$ cat src/rtl/bert_pm_pkg.sv
package bert_pm_pkg;
  localparam int DEF_ERR_W = 24;
  localparam int DEF_BIT_W = 32;
endpackage

$ cat src/rtl/bert_pm_sat_cnt.sv
module bert_pm_sat_cnt #(
  parameter int W = 8
) (
  input  logic         clk,
  input  logic         rst,
  input  logic         clr,
  input  logic         inc,
  output logic [W-1:0] cnt
);
  localparam logic [W-1:0] TOP = '1;

  always_ff @(posedge clk) begin
    if (rst)
      cnt <= '0;
    else if (clr)
      cnt <= inc ? W'(1) : '0;   // boundary event belongs to new interval
    else if (inc && cnt != TOP)
      cnt <= cnt + W'(1);
  end

  // a full counter stays full until cleared
  a_r7_no_wrap: assert property (@(posedge clk) disable iff (rst)
    (!clr && cnt == TOP) |=> (cnt == TOP));
endmodule

$ cat src/rtl/bert_pm_snapshot.sv
module bert_pm_snapshot #(
  parameter int ERR_W = 24,
  parameter int BIT_W = 32
) (
  input  logic             clk,
  input  logic             rst,
  input  logic             load,
  input  logic [ERR_W-1:0] run_err,
  input  logic [BIT_W-1:0] run_bit,
  output logic [ERR_W-1:0] err_cnt,
  output logic [BIT_W-1:0] bit_cnt,
  output logic             err_nz
);
  always_ff @(posedge clk) begin
    if (rst) begin
      err_cnt <= '0;
      bit_cnt <= '0;
      err_nz  <= 1'b0;
    end else if (load) begin
      err_cnt <= run_err;
      bit_cnt <= run_bit;
      err_nz  <= |run_err;
    end
  end

  // snapshot only moves on load
  a_r9_hold_stable: assert property (@(posedge clk) disable iff (rst)
    !load |=> ($stable(err_cnt) && $stable(bit_cnt) && $stable(err_nz)));
  // flag agrees with reported total
  a_r5_flag_match: assert property (@(posedge clk) disable iff (rst)
    err_nz == (err_cnt != '0));
endmodule

$ cat src/rtl/bert_pm_counters.sv
module bert_pm_counters
  import bert_pm_pkg::*;
#(
  parameter int ERR_W = DEF_ERR_W,
  parameter int BIT_W = DEF_BIT_W
) (
  input  logic             clk,
  input  logic             rst,
  input  logic             bit_vld,
  input  logic             bit_err,
  input  logic             oos,
  input  logic             upd,
  output logic [ERR_W-1:0] err_cnt,
  output logic [BIT_W-1:0] bit_cnt,
  output logic             err_nz
);
  logic             take_bit, take_err;
  logic [ERR_W-1:0] run_err;
  logic [BIT_W-1:0] run_bit;

  // only in-lock, valid bits count
  assign take_bit = bit_vld & ~oos;
  assign take_err = take_bit & bit_err;

  bert_pm_sat_cnt #(.W(BIT_W)) u_bits (
    .clk(clk), .rst(rst), .clr(upd), .inc(take_bit), .cnt(run_bit));

  bert_pm_sat_cnt #(.W(ERR_W)) u_errs (
    .clk(clk), .rst(rst), .clr(upd), .inc(take_err), .cnt(run_err));

  bert_pm_snapshot #(.ERR_W(ERR_W), .BIT_W(BIT_W)) u_snap (
    .clk(clk), .rst(rst), .load(upd), .run_err(run_err), .run_bit(run_bit),
    .err_cnt(err_cnt), .bit_cnt(bit_cnt), .err_nz(err_nz));

  // reset clears reported values
  a_r1_reset_zero: assert property (@(posedge clk)
    rst |=> (err_cnt == '0 && bit_cnt == '0 && !err_nz));
  // out-of-lock cycles leave running counts untouched
  a_r4_oos_frozen: assert property (@(posedge clk) disable iff (rst)
    (oos && !upd) |=> ($stable(run_bit) && $stable(run_err)));
  // errors never outnumber bits
  a_r3_err_le_bits: assert property (@(posedge clk) disable iff (rst)
    BIT_W'(run_err) <= run_bit);
endmodule

$ cat config.mk
export PLATFORM = sky130hd
export DESIGN_NAME = bert_pm_counters
export DESIGN_NICKNAME = d
export VERILOG_FILES = /design/src/rtl/bert_pm_pkg.sv /design/src/rtl/bert_pm_sat_cnt.sv /design/src/rtl/bert_pm_snapshot.sv /design/src/rtl/bert_pm_counters.sv
export SDC_FILE = /design/constraint.sdc
export NUM_CORES = 1
export LEC_CHECK = 0
export BUFFER_PORTS_ARGS = -buffer_cell sky130_fd_sc_hd__buf_4
export CORE_ASPECT_RATIO = 2
export CORE_MARGIN = 1.5
export CORE_UTILIZATION = 50
export CTS_CLUSTER_DIAMETER = 150
export DETAILED_ROUTE_END_ITERATION = 16
export MAX_ROUTING_LAYER = met4
export PLACE_DENSITY = 0.7
export SYNTH_ARGS = -nofsm -noshare
export SYNTH_HDL_FRONTEND = slang
export SYNTH_HIERARCHICAL = 1
export SYNTH_SLANG_ARGS = --single-unit
$ cat constraint.sdc
create_clock -name clk -period 3.7 [get_ports clk]
set_clock_uncertainty 0.2 [all_clocks]
set_input_delay 0.37 -clock clk [delete_from_list [all_inputs] [get_ports clk]]
set_output_delay 0.37 -clock clk [all_outputs]
set_load 0.005 [all_outputs]
==> results.txt <==
DRT antenna net count - 0
Startpoint types - register
DRC viols - 0
Gr ovfl total - 0
Die Width - 74.9 microns
Ratio of cells with drive above 1 in the final layout - 0.192
Hold Crit Depth - 4
Initial DRC count - 379
Fin area - 6150 sq um
RR Endpoint - u_bits/cnt[19]
Post-layout util - 0.610
Least-Margin Pin Slew - 0.853 ns
Number of port buffers - 62
CP Capture Type - register
Vias - 4324
Clk sink count - 113
Worst-Skew Late Latency - 0.41 ns
Non-Filler Instances - 749
Buffers from clock root to sink, at most - 2
Post-Syn Area - 5170 sq um
Setup WS pre-CTS - 1.01 ns
Post-synth EDFFs - 0
Inst Count DP - 720
Final min period - 2.48 ns
Count leader, synth - dfxtp_1
Row count - 52
CTS H-tree lvls - 4
Core area - 10100 sq um
Post-CTS Setup Inserts - 0
Number of fill cells - 907
Critical path class - register to register
Pwr per Cell Area - 446 nW/um^2
Critical Path RT - 3.82 ns
I/O pin cnt - 63
Setup-failing EPs final - 0
TritonRoute pass-1 iters - 4
Final wirelength - 12200 microns
Net count after synthesis - 555
RSZ-0062 raised after global routing - false
Hold endpoint - u_bits/cnt[0]
R2r startpoint - u_bits/cnt[13]
Synthesized flop and latch total - 113
Area of placed instances - 5620 sq um
Period utilization - 0.670
Count of hold-fix buffers inserted at cts - 0
# Max-Cap Violations - 0
Drt wl/cell - 16.3 microns
Yosys top cell by area - dfxtp_1
RePlAce Congestion - 0.848
Reg2Reg Setup Slack - 1.22 ns
Maximum fanout along the worst path - 18
R2R depth - 5
ANT cells - 0
Overall Power - 2.74 mW
Average size of a mapped cell - 9.46 sq um
Setup TNS - 0 ns
Final hold slack - 0.180 ns
Worst path arrival time - 2.60 ns
Top FF cell, synth - dfxtp_1
CTS-repair resized insts - 0
Pin count of the biggest net entering global routing - 67
Clock-pin slew on the worst setup and hold paths - 0.05 ns
Share of the synthesized area in the top cell type - 0.437
Worst Hold Launch - oos
Full die area - 11000 sq um
Die Y - 147 microns
Final net count - 612
Clk Tree Root Cell - clkbuf_16
Leakage - 2.44 nW
Max-slew violations - 0
Synth top area cells - dfxtp_1, mux2i_1, nor2_1, or3_1, a21oi_1
Layout area overhead - 18.8%
Synth Warn # - 6
Post-synth cell types - 55
TritonCTS clock tree - yes
Vias/cell - 5.77
All-Layer GR Usage - 0.241
FMAX - 404 MHz
IR drop worst, VDD - 0.000368 V
Post-synth top cells - dfxtp_1, nor2_1, mux2i_1
Status - completed
Post-Syn Instances - 547
Hold Crit Class - input port to register
Ys async rst share - 0
Via count of the first global-routing pass - 4163
Initial Util - 0.513
Hold violation total from the final report - 0
Slew margin rel. - 0.427
Post-DP HPWL - 8390 microns
Num CTS Buffers - 17
Post-synthesis sequential area ratio - 0.437
First-pass GRT wire length - 19700 microns
Initial antenna violation count - 0
Setup ws final - 1.22 ns
worst max-delay path by stage:
stage,from,to,depth (start not counted)
after floorplan,bit_vld,u_bits/cnt[30],6
after global placement,oos,u_bits/cnt[28],7
after detailed placement,oos,u_bits/cnt[30],7
after CTS,u_bits/cnt[13],u_bits/cnt[19],5
after global routing,u_bits/cnt[0],u_bits/cnt[19],5
final,u_bits/cnt[13],u_bits/cnt[19],5
cell type report:
| class | instances | area [sq um] | share of cell area |
|---|---|---|---|
| repair buffers | 63 | 473 | 0.0769 |
| well taps | 135 | 169 | 0.0275 |
| inverters | 6 | 22.5 | 0.00366 |
| clock buffers | 24 | 502 | 0.0816 |
| flip-flops and latches | 113 | 2260 | 0.368 |
| multi-input cells | 403 | 2690 | 0.438 |
| clock inverters | 5 | 30.0 | 0.00488 |
routing by layer:
metal | wire [microns] | part of all wire | track usage
met5 | 0 | 0 | -
met3 | 412 | 0.034 | 0.0631
met4 | 459 | 0.038 | 0.136
met2 | 6820 | 0.56 | 0.409
met1 | 4510 | 0.37 | 0.238
cells by family after synthesis:
group | after synthesis | synth area share
AO/OA/AOI/OAI | 91 | 0.115
XOR/XNOR | 15 | 0.0254
adder cells (fa/ha/maj) | 2 | 0.00483
buffers and inverters | 31 | 0.0430
flip-flops | 113 | 0.437
multiplexers | 59 | 0.114
AND/OR/NAND/NOR | 236 | 0.261
state kept, by name (all words and copies together) (netlist names):
signal	cells
u_bits/cnt	32
u_errs/cnt	24
u_snap/bit_cnt	32
u_snap/err_cnt	24
u_snap/err_nz	1
power breakdown:
group,switching [mW],internal (mW)
clock,0.517,0.927
combinational,0.0505,0.0251
sequential,0.00296,1.22
total,0.571,2.17
worst max-delay path, cell delays in order, from the launching register on:
cell and delay (ns):
dfxtp_1 0.39, and4_1 0.35, nand2_1 0.26, nor4_4 0.84, o21ai_0 0.20, a21oi_1 0.16
cell usage in the layout (no fill, tap or decap), types with 4 or more instances in the layout:
cell,instances
dfxtp_1,113
o211ai_1,12
buf_4,63
xnor2_1,4
and4_1,10
o21ai_0,19
nor4_4,4
mux2i_1,59
nor2_1,87
inv_1,6
nand3_1,16
a21oi_1,25
or3_1,21
o21ai_1,9
o31ai_1,6
clkbuf_8,5
nand4_1,12
nand4_2,5
and2_1,6
clkbuf_16,17
and3_1,7
xor2_1,11
nand2_1,31
or4_1,9
nor4_1,7
Power figures use the tool's default switching activity.
